==> src/rtl/xfs_pkg.sv <==
package xfs_pkg;
  localparam int EXP_W  = 15;
  localparam int MAN_W  = 64;
  localparam int WORD_W = 1 + EXP_W + MAN_W;

  typedef struct packed {
    logic             sgn;
    logic [EXP_W-1:0] bexp;
    logic [MAN_W-1:0] man;
  } ext_t;

  localparam logic [EXP_W-1:0] BIAS_EXP = 15'h3FFF;
  localparam logic [EXP_W-1:0] MAX_EXP  = 15'h7FFF;

  localparam ext_t POS_INF  = '{sgn: 1'b0, bexp: MAX_EXP, man: 64'h8000_0000_0000_0000};
  localparam ext_t NEG_INF  = '{sgn: 1'b1, bexp: MAX_EXP, man: 64'h8000_0000_0000_0000};
  localparam ext_t QNAN_DEF = '{sgn: 1'b1, bexp: MAX_EXP, man: 64'hC000_0000_0000_0000};

  typedef enum logic [1:0] {ST_IDLE, ST_CONV, ST_WEXP, ST_WSIG} seq_t;
endpackage

==> src/rtl/xfs_lzc.sv <==
module xfs_lzc #(
  parameter int W = 64
) (
  input  logic [W-1:0]         vec,
  output logic [$clog2(W)-1:0] cnt,
  output logic                 none
);
  localparam int CW = $clog2(W);

  // Scan from the top bit; the first one found fixes the count.
  always_comb begin
    cnt  = '0;
    none = 1'b1;
    for (int i = 0; i < W; i++) begin
      if (none && vec[W-1-i]) begin
        cnt  = CW'(i);
        none = 1'b0;
      end
    end
  end
endmodule

==> src/rtl/xfs_int2ext.sv <==
module xfs_int2ext
  import xfs_pkg::*;
(
  input  logic signed [16:0] val,
  output ext_t               res
);
  logic [14:0] mag;
  logic [3:0]  lz;
  logic        none;
  logic [63:0] shifted;

  assign mag = val[16] ? 15'(-val) : val[14:0];

  xfs_lzc #(.W(15)) u_lz (.vec(mag), .cnt(lz), .none(none));

  // Leading one at position 14-lz moves to bit 63: shift by 49+lz.
  assign shifted = {49'd0, mag} << (6'd49 + {2'b00, lz});

  always_comb begin
    if (none) res = '0;
    else      res = '{sgn: val[16], bexp: 15'(16'd16397 - {12'd0, lz}), man: shifted};
  end

  // a nonzero integer always converts to a normalized word
  always_comb begin
    if (!none) assert_int_norm_R2: assert (res.man[63] && res.bexp >= BIAS_EXP);
  end
endmodule

==> src/rtl/xfs_core.sv <==
module xfs_core
  import xfs_pkg::*;
(
  input  ext_t opnd,
  output ext_t exp_res,
  output ext_t sig_res,
  output logic zdiv
);
  logic              all_ones, exp_zero, man_zero, frac_zero;
  logic [5:0]        mlz;
  logic signed [16:0] unb;
  logic [63:0]       nman;
  ext_t              cvt;

  assign all_ones  = &opnd.bexp;
  assign exp_zero  = ~|opnd.bexp;
  assign frac_zero = ~|opnd.man[62:0];

  xfs_lzc #(.W(MAN_W)) u_mlz (.vec(opnd.man), .cnt(mlz), .none(man_zero));

  // Denormals are normalized; their true exponent drops by the shift.
  always_comb begin
    if (exp_zero) begin
      unb  = -17'sd16382 - $signed({11'd0, mlz});
      nman = opnd.man << mlz;
    end else begin
      unb  = $signed({2'b00, opnd.bexp}) - 17'sd16383;
      nman = opnd.man;
    end
  end

  xfs_int2ext u_cvt (.val(unb), .res(cvt));

  always_comb begin
    zdiv    = 1'b0;
    exp_res = cvt;
    sig_res = '{sgn: opnd.sgn, bexp: BIAS_EXP, man: nman};
    if (all_ones) begin
      sig_res = opnd;
      exp_res = frac_zero ? POS_INF : opnd;
    end else if (exp_zero && man_zero) begin
      zdiv    = 1'b1;
      exp_res = NEG_INF;
      sig_res = '{sgn: opnd.sgn, bexp: '0, man: '0};
    end
  end
endmodule

==> src/rtl/xfs_splitter.sv <==
module xfs_splitter
  import xfs_pkg::*;
#(
  parameter  int STACK_DEPTH = 8,
  localparam int PTR_W       = $clog2(STACK_DEPTH)
) (
  input  logic              clk,
  input  logic              rst,
  input  logic              start,
  output logic              done,
  output logic              zero_div,
  output logic              stk_ovf,
  output logic [PTR_W-1:0]  top_ptr,
  input  logic              ld_en,
  input  logic [PTR_W-1:0]  ld_idx,
  input  logic [WORD_W-1:0] ld_data,
  input  logic              ld_tag,
  input  logic [PTR_W-1:0]  rd_idx,
  output logic [WORD_W-1:0] rd_data,
  output logic              rd_tag
);
  seq_t                   state_q;
  logic [PTR_W-1:0]       top_q, wr_addr;
  logic [STACK_DEPTH-1:0] tag_q;
  logic [WORD_W-1:0]      stk_mem [STACK_DEPTH];
  logic [WORD_W-1:0]      opnd_raw, wr_data;
  ext_t                   opnd_x, exp_c, sig_c, exp_q, sig_q;
  logic                   zd_c, zd_q, ovf_q, accept, wr_en;

  assign accept  = start && (state_q == ST_IDLE);
  assign opnd_x  = opnd_raw;
  assign top_ptr = top_q;

  xfs_core u_core (.opnd(opnd_x), .exp_res(exp_c), .sig_res(sig_c), .zdiv(zd_c));

  // Single write port shared by the two result writes and the load path.
  always_comb begin
    wr_en   = 1'b0;
    wr_addr = ld_idx;
    wr_data = ld_data;
    case (state_q)
      ST_IDLE: wr_en = ld_en;
      ST_WEXP: begin wr_en = 1'b1; wr_addr = top_q; wr_data = exp_q; end
      ST_WSIG: begin wr_en = 1'b1; wr_addr = top_q; wr_data = ovf_q ? QNAN_DEF : sig_q; end
      default: wr_en = 1'b0;
    endcase
  end

  always_ff @(posedge clk) begin
    if (wr_en) stk_mem[wr_addr] <= wr_data;
    if (accept) opnd_raw <= stk_mem[top_q];
    rd_data <= stk_mem[rd_idx];
  end

  always_ff @(posedge clk) begin
    if (rst) begin
      state_q  <= ST_IDLE;
      top_q    <= '0;
      tag_q    <= '0;
      done     <= 1'b0;
      zero_div <= 1'b0;
      stk_ovf  <= 1'b0;
      zd_q     <= 1'b0;
      ovf_q    <= 1'b0;
      rd_tag   <= 1'b0;
      exp_q    <= '0;
      sig_q    <= '0;
    end else begin
      done   <= 1'b0;
      rd_tag <= tag_q[rd_idx];
      case (state_q)
        ST_IDLE: begin
          if (ld_en) tag_q[ld_idx] <= ld_tag;
          if (accept) begin
            state_q  <= ST_CONV;
            zero_div <= 1'b0;
            stk_ovf  <= 1'b0;
          end
        end
        ST_CONV: begin
          exp_q   <= exp_c;
          sig_q   <= sig_c;
          zd_q    <= zd_c;
          state_q <= ST_WEXP;
        end
        ST_WEXP: begin
          tag_q[top_q] <= 1'b1;
          ovf_q        <= tag_q[top_q - 1'b1];
          top_q        <= top_q - 1'b1;
          state_q      <= ST_WSIG;
        end
        default: begin
          tag_q[top_q] <= 1'b1;
          done         <= 1'b1;
          zero_div     <= zd_q;
          stk_ovf      <= ovf_q;
          state_q      <= ST_IDLE;
        end
      endcase
    end
  end

  assert_done_latency_R8: assert property (@(posedge clk) disable iff (rst)
    done |-> $past(accept, 4));
  assert_done_pulse_R8: assert property (@(posedge clk) disable iff (rst)
    done |=> !done);
  assert_flag_timing_R8: assert property (@(posedge clk) disable iff (rst)
    $rose(stk_ovf) |-> done);
  assert_one_step_R4: assert property (@(posedge clk) disable iff (rst)
    done |-> (top_q + 1'b1) == $past(top_q, 4));
  assert_busy_ignore_R9: assert property (@(posedge clk) disable iff (rst)
    (state_q != ST_IDLE && start) |=> state_q != ST_CONV);
  assert_zero_neginf_R5: assert property (@(posedge clk) disable iff (rst)
    (state_q == ST_WEXP && zd_q) |-> exp_q == NEG_INF);
  assert_sig_bias_R1: assert property (@(posedge clk) disable iff (rst)
    (state_q == ST_WEXP && !zd_q && sig_q.bexp != MAX_EXP) |-> sig_q.bexp == BIAS_EXP);
endmodule

==> config.mk <==
export PLATFORM = sky130hd
export DESIGN_NAME = xfs_splitter
export DESIGN_NICKNAME = d
export VERILOG_FILES = /design/src/rtl/xfs_pkg.sv /design/src/rtl/xfs_lzc.sv /design/src/rtl/xfs_int2ext.sv /design/src/rtl/xfs_core.sv /design/src/rtl/xfs_splitter.sv
export SDC_FILE = /design/constraint.sdc
export NUM_CORES = 2
export LEC_CHECK = 0
export BUFFER_PORTS_ARGS = -buffer_cell sky130_fd_sc_hd__buf_2
export CAP_MARGIN = 15
export CORE_ASPECT_RATIO = 0.8
export CORE_MARGIN = 1.5
export CORE_UTILIZATION = 55
export DETAILED_ROUTE_END_ITERATION = 7
export PLACE_DENSITY_LB_ADDON = 0.1
export SYNTH_ARGS = -nofsm -noshare
export SYNTH_HDL_FRONTEND = slang
export SYNTH_SLANG_ARGS = --single-unit
==> constraint.sdc <==
create_clock -name clk -period 12.75 [get_ports clk]
set_input_delay 1.9125 -clock clk [delete_from_list [all_inputs] [get_ports clk]]
set_output_delay 1.9125 -clock clk [all_outputs]
set_load 0.02 [all_outputs]
After elaboration in Yosys (flattened, before gate mapping)
Memories as Yosys holds them, arrays and structs flattened. A register that Yosys moved wholly into a read port is not among the register bits.
Index checks and enable logic that the tools add are counted.

storage, ports and cells
  register bits = 179
  memory bits (writable) = 640
  input port bits = 91
  output and inout port bits = 87
  word-level logic and storage cells = 319
  memories kept = 1

operators by class
  add/subtract/negate cells = 6
  $lt $le $gt $ge = 6
  eq/ne operators = 5
  shift operators = 2
  multiplexer cells = 190
  bitwise gates (word level) = 3
  reductions and logical operators = 91

memory list
  memory   words  bits a word  rd ports  clocked after Yosys merged registers in  wr ports  line                text
  stk_mem  8      80           2         2                                        1         xfs_splitter.sv:25  logic [WORD_W-1:0] stk_mem [STACK_DEPTH];

operator list
  cell                    number
  $mux 80                 5
  $mux 6                  62
  $pmux 80 s2             1
  $mux 1                  91
  $logic_and 1x1->1       81
  $mux 79                 1
  $mux 78                 1
  $mux 64                 1
  $shl 15x6->64           1
  $shl 64x6->64           1
  $reduce_or 63->1        1
  $mux 4                  7
  $mux 17                 1
  $lt 3x4->1 const B      4
  $pmux 8 s2              1
  $sub 15x14->16 const B  1
  $sub 15x7->16 const A   1
  $mux 15                 1
  $mux 3                  5
  $neg 15->15             1
  $reduce_and 15->1       1
  $reduce_or 15->1        1
  $sub 15x4->15 const A   1
  $bwmux 8                1
  19 further kinds        31

Logic depth before layout (Yosys ltp)
  depth after elaboration = 165
  mapped depth = 36
  depth with buffers taken out = 30

By module
From an unflattened synthesis, not the netlist that was laid out.

second synthesis, totals
  cells, all modules = 4105
  area, all modules = 51246.6 sq um

modules (own cells, without submodules)
  module                        times used  cells each  area an instance (sq um)  sequential area each (sq um)
  xfs_splitter                  1           2649        41416.0                   26805.7
  xfs_core                      1           905         6384.9                    0.0
  xfs_int2ext                   1           369         2341.0                    0.0
  xfs_lzc at u_core.u_mlz       1           154         909.6                     0.0
  xfs_lzc at u_core.u_cvt.u_lz  1           28          195.2                     0.0

Least setup slack after synthesis
Ideal clock, no wire load.

  path kind = reg2reg
  from = reg opnd_raw[23], read port of stk_mem
  to = reg exp_q[28] in the netlist's numbering
  library setup time = 0.091 ns
  arrival = 7.583 ns
  required time = 12.659 ns
  path slack = 5.076 ns
  cell stages (with the launch flop) = 34
  path buffers = 6
  clock period less this slack = 7.674 ns
  cells stage by stage = edfxtp_1 > buf_2 > or4_4 > or3_1 > or4_4 > nand2b_1 > nand4_1 > nor2_1 > o21a_1 > clkbuf_1 > clkinv_1 > clkbuf_1 > clkbuf_1 > ha_1 > nor2_1 > a21oi_1 > ha_1 > o31ai_2 > nor2_1 > a41oi_1 > xor2_1 > o211ai_4 > and3b_1 > nor2b_1 > nand2_1 > nand2b_1 > ha_1 > clkbuf_1 > xor2_1 > clkbuf_1 > o2111ai_1 > o31ai_1 > o211ai_1 > a311oi_1

on the way
  cells in the longest elaborated chain, start to end = 86
  elaborated cells between the ends (all ways) = 127
  those cells by class = 3 x add/sub; 1 x shift; 83 x mux; 40 x reduce/logical

RTL lines
  element                 line                text
  start: declaration      xfs_splitter.sv:26  logic [WORD_W-1:0] opnd_raw, wr_data;
  $logic_and 1x1->1       xfs_lzc.sv:15       if (none && vec[W-1-i]) begin
  $mux 1                  xfs_lzc.sv:15
  $logic_and 1x1->1       xfs_lzc.sv:15
  $mux 1                  xfs_lzc.sv:15
  $logic_and 1x1->1       xfs_lzc.sv:15
  $mux 1                  xfs_lzc.sv:15
  $logic_and 1x1->1       xfs_lzc.sv:15
  $mux 1                  xfs_lzc.sv:15
  (+70 left out)          n/a
  $mux 1                  xfs_lzc.sv:15
  $logic_and 1x1->1       xfs_lzc.sv:15
  $mux 4                  xfs_lzc.sv:15
  $add 5x5->6             xfs_int2ext.sv:17   assign shifted = {49'd0, mag} << (6'd49 + {2'b00, lz});
  $shl 15x6->64           xfs_int2ext.sv:17
  $mux 80                 xfs_int2ext.sv:20   if (none) res = '0;
  $mux 80                 xfs_core.sv:41      end else if (exp_zero && man_zero) begin
  $mux 80 *               xfs_core.sv:38      if (all_ones) begin
  end signal: assignment  xfs_splitter.sv:81  exp_q <= exp_c;
  end: declaration        xfs_splitter.sv:27  ext_t opnd_x, exp_c, sig_c, exp_q, sig_q;

Every way passes the cells marked *; elsewhere a longest branch is shown, timed or not.
A chain may end at the register's enable or synchronous reset.

Worst setup path after layout
  from = reg opnd_raw[59], read port of stk_mem
  to = reg exp_q[50] in the netlist's numbering

on the way
  cells in the longest elaborated chain, start to end = 158
  elaborated cells between the ends (all ways) = 235
  those cells by class = 3 x add/sub; 1 x shift; 155 x mux; 76 x reduce/logical

RTL lines
  element            line
  $logic_and 1x1->1  xfs_lzc.sv:15
  $mux 1             xfs_lzc.sv:15
  $logic_and 1x1->1  xfs_lzc.sv:15
  $mux 1             xfs_lzc.sv:15
  $logic_and 1x1->1  xfs_lzc.sv:15
  $mux 1             xfs_lzc.sv:15
  $logic_and 1x1->1  xfs_lzc.sv:15
  $mux 1             xfs_lzc.sv:15
  (+142 left out)    n/a
  $mux 1             xfs_lzc.sv:15
  $logic_and 1x1->1  xfs_lzc.sv:15
  $mux 4             xfs_lzc.sv:15
  $add 5x5->6        xfs_int2ext.sv:17
  $shl 15x6->64      xfs_int2ext.sv:17
  $mux 80            xfs_int2ext.sv:20
  $mux 80            xfs_core.sv:41
  $mux 80 *          xfs_core.sv:38

Marks and branches as above.

==> results.md <==
* Sum of buffers and inverters on the critical path at 3
* Crit-path max cell delay at 0.87 ns
* Initial Util at 55.74%
* I/O pins at 178
* Final Cycle Share at 81.77%
* Initial antenna violation count at 7
* Filler cells at 6,447
* Share of the synthesized area in the top cell type at 45.96%
* Cell area after layout at 52,430 µm²
* Drt drc at 2
* Crit. Startpoint: opnd_raw[59]$_DFFE_PP_
* Avg Vias per Cell at 7.363
* Mapped Area at 47,040 µm²
* Minimum clock period at 10.43 ns
* Synthesized area per cell at 12.27 µm²
* Largest family of logic cells by synthesized area: compound AO/OA/AOI/OAI gates
* Simple-gate share of the synthesized area at 10.17%
* Hold-fix buffers, CTS at 0
* CTS Root Cell: clkbuf_16
* Commonest non-fill, non-tap cell in the layout: edfxtp_1
* CP delay by family, top: simple AND/OR/NAND/NOR gates
* Post-layout util at 62.12%
* Commonest non-fill, non-tap cells in the layout: 720 x edfxtp_1, 340 x nand2_1, 332 x a22oi_1
* Most used DFF post-synth: edfxtp_1
* CTS tree: done
* FMAX at 95.92 MHz
* Final setup viols at 0
* Yosys reg bits at 979
* CTS max path bufs at 3
* Clock transition at path regs at 0.06 ns
* Sequential area share after synthesis at 56.99%
* Pre-CTS WS at 2.799 ns
* Min-Delay Path Class: reg -> reg
* H-tree lvl count at 3
* Die Y-Extent at 264.6 µm
* Worst Slack Setup Final at 2.324 ns
* Synth warnings at 0
* Setup bufs post-CTS at 0
* DIE AREA at 87,300 µm²
* Synth top area cells: edfxtp_1 46%, dfxtp_1 11%, mux4_2 8.0%
* Number of flops mapped to enable cells by yosys at 720
* Overall routed net length at 181,200 µm
* Post-Syn Instances at 3,832
* Core area at 84,390 µm²
* Violated checks: design-rule violations
* Worst slew pin tran at 1.404 ns
* Cts bufs inserted at 95
* Layout cells sized above 1 at 19.24%
* IO buf count at 177
* Synth Net Count at 3,937
* Resized cells post-CTS at 0
* Leading area contributor after synthesis: edfxtp_1
* Worst slew margin at 5.388%
* Leakage at 17.75 nW
* Maximum vdd ir drop at 0.1396 mV
* DR vias at 37,450
* Post-Synth Adder-Cell Area at 0.3724%
* Vias in the first global route at 35,320
* Compound-Gate Fraction of Synth Area at 14.82%
* Final Max Tran Viols at 0
* Final ANT Viol Nets at 0
* Hold_ws at 0.4471 ns
* Final TNS setup at 0 ns
* Slowest CP cell: nor2_1
* Inst Count DP at 4,897
* Pwr Total at 10.34 mW
* Wire length per cell at 35.62 µm
* Arr. time, crit path at 10.96 ns
* First-pass GRT wire length at 256,700 µm
* Hold Startpoint: sig_q[70]$_SDFFE_PP0N_
* Placer Congestion at 1.083
* Non-Filler Instances at 5,086
* Status: finished, violations left
* Worst skew pair latency at 0.68 ns
* CP Launch Type: flop
* Pwr dens at 197.2 nW/µm²
* Synthesis-to-layout area growth at 11.46%
* Maximum fanout along the worst path at 49
* Clock skew at 0.02532 ns
* Sink Count at 979
* Synth Area in XOR/XNOR at 0.6836%
* GRT Overall Usage at 40.98%
* Chip width at 330.0 µm
* Placed inst area at 49,000 µm²
* Synth unique cells at 97
* DR pass1 iterations at 8
* CP dominant cell by count: nand2_1
* Largest net degree at the start of global routing at 103
* Final hold vios at 0
* Cell Rows at 95
* Dpl hpwl at 120,000 µm
* Mux cell area share after synthesis at 13.59%
* RSZ-0062 raised after global routing: no
* Max Cap Viol at 0
* Required time of the critical path at 13.28 ns
* Final #Nets at 3,988
* Setup CP Type: reg -> reg
* Fraction of registers with async set/reset at 0%
* DR iter-0 viols at 6,209
* Crit. End Element: flop
* Worst reg2reg startpoint: opnd_raw[59]$_DFFE_PP_
* Global route overflow at 0
==> power breakdown <==
group	internal, mW	leakage [nW]	total, mW	switching, mW
sequential	3.85	8.72	4.20	0.345
clock	1.75	1.64	3.03	1.28
combinational	0.898	7.39	3.11	2.21
total	6.50	17.8	10.3	3.84
==> final cells by class <==
type                    instances  area, µm²  share of cell area [%]
flip-flops and latches        979      26810                   51.13
multi-input cells            2439      18860                   35.97
clock buffers                 120       2596                   4.952
repair buffers                269       1597                   3.045
well taps                    1115       1395                   2.661
clock inverters                59      789.5                   1.506
inverters                      99      374.1                  0.7136
diodes                          6      15.01                 0.02864
==> final timing paths <==
path	end	slack [ns]	depth (start not counted)
hold reg to reg	sig_q[70]$_SDFFE_PP0N_	0.45	1
setup / recovery	exp_q[50]$_SDFFE_PP0N_	2.32	26
hold / removal	sig_q[70]$_SDFFE_PP0N_	0.45	1
setup reg to reg	exp_q[50]$_SDFFE_PP0N_	2.32	26
==> flip-flops by register name, summed over array words and instances, names as in the netlist <==
| name | cells |
|---|---|
| done | 1 |
| state_q | 2 |
| exp_q | 80 |
| ovf_q | 1 |
| top_ptr | 3 |
| stk_mem | 640 |
| tag_q | 8 |
| rd_data | 80 |
| sig_q | 80 |
| zero_div | 1 |
| zd_q | 1 |
| rd_tag | 1 |
| opnd_raw | 80 |
| stk_ovf | 1 |
==> layer usage <==
metal / track usage (%) / share of wire [%] / up-vias
met5: 0 / 0.024 / -
met4: 22.82 / 6.6 / 6
met3: 9.968 / 12 / 482
met2: 59.67 / 43 / 2989
met1: 56.55 / 38 / 18700
li1: - / - / 15270
==> cells in the mapped netlist (14+ instances only) <==
master    instances
o21a_1           20
o221ai_1         15
mux2_2           86
edfxtp_1        720
nor3_1           89
nand2_1         340
a222oi_1         62
mux4_2          168
a31oi_1          27
a21oi_1         101
o211ai_1         32
nand3_1          72
nor2_1          292
o21ai_0         128
a221oi_1         57
mux2i_1         164
buf_1            36
nand4_1          97
dfxtp_1         259
xor2_1           15
ha_1             14
a311oi_1         34
xnor2_1          18
nor4_1           30
a211oi_1         31
clkbuf_1        267
inv_1            93
a22oi_1         332
==> cell families (layout without fill, tap and decap cells) <==
logic type,count (synthesis),count (layout)
flops,979,979
simple gates,1019,1019
buf+inv,414,547
compound gates,953,953
fa+ha+maj,14,14
xor+xnor,35,35
mux,418,418
other cells,0,6
==> worst register-to-register path: stages, from the launching register on <==
cell and delay (ns):
edfxtp_1 0.51, nor4_1 0.83, nand2_1 0.42, nor4_2 0.84
nand4_1 0.49, nand3_2 0.19, buf_4 0.61, nor2_1 0.46
and3_1 0.30, ha_1 0.30, nand2_1 0.09, nand2_1 0.23
nor3_4 0.36, a41oi_1 0.19, xnor2_1 0.51, a211oi_2 0.20
nor2_1 0.87, nor2_8 0.13, inv_4 0.14, ha_1 0.55
inv_2 0.33, nand2_1 0.16, a21oi_1 0.06, a211oi_1 0.72
nor3_1 0.35, a221oi_1 0.36, nor3_1 0.08
Power figures use the tool's default switching activity.
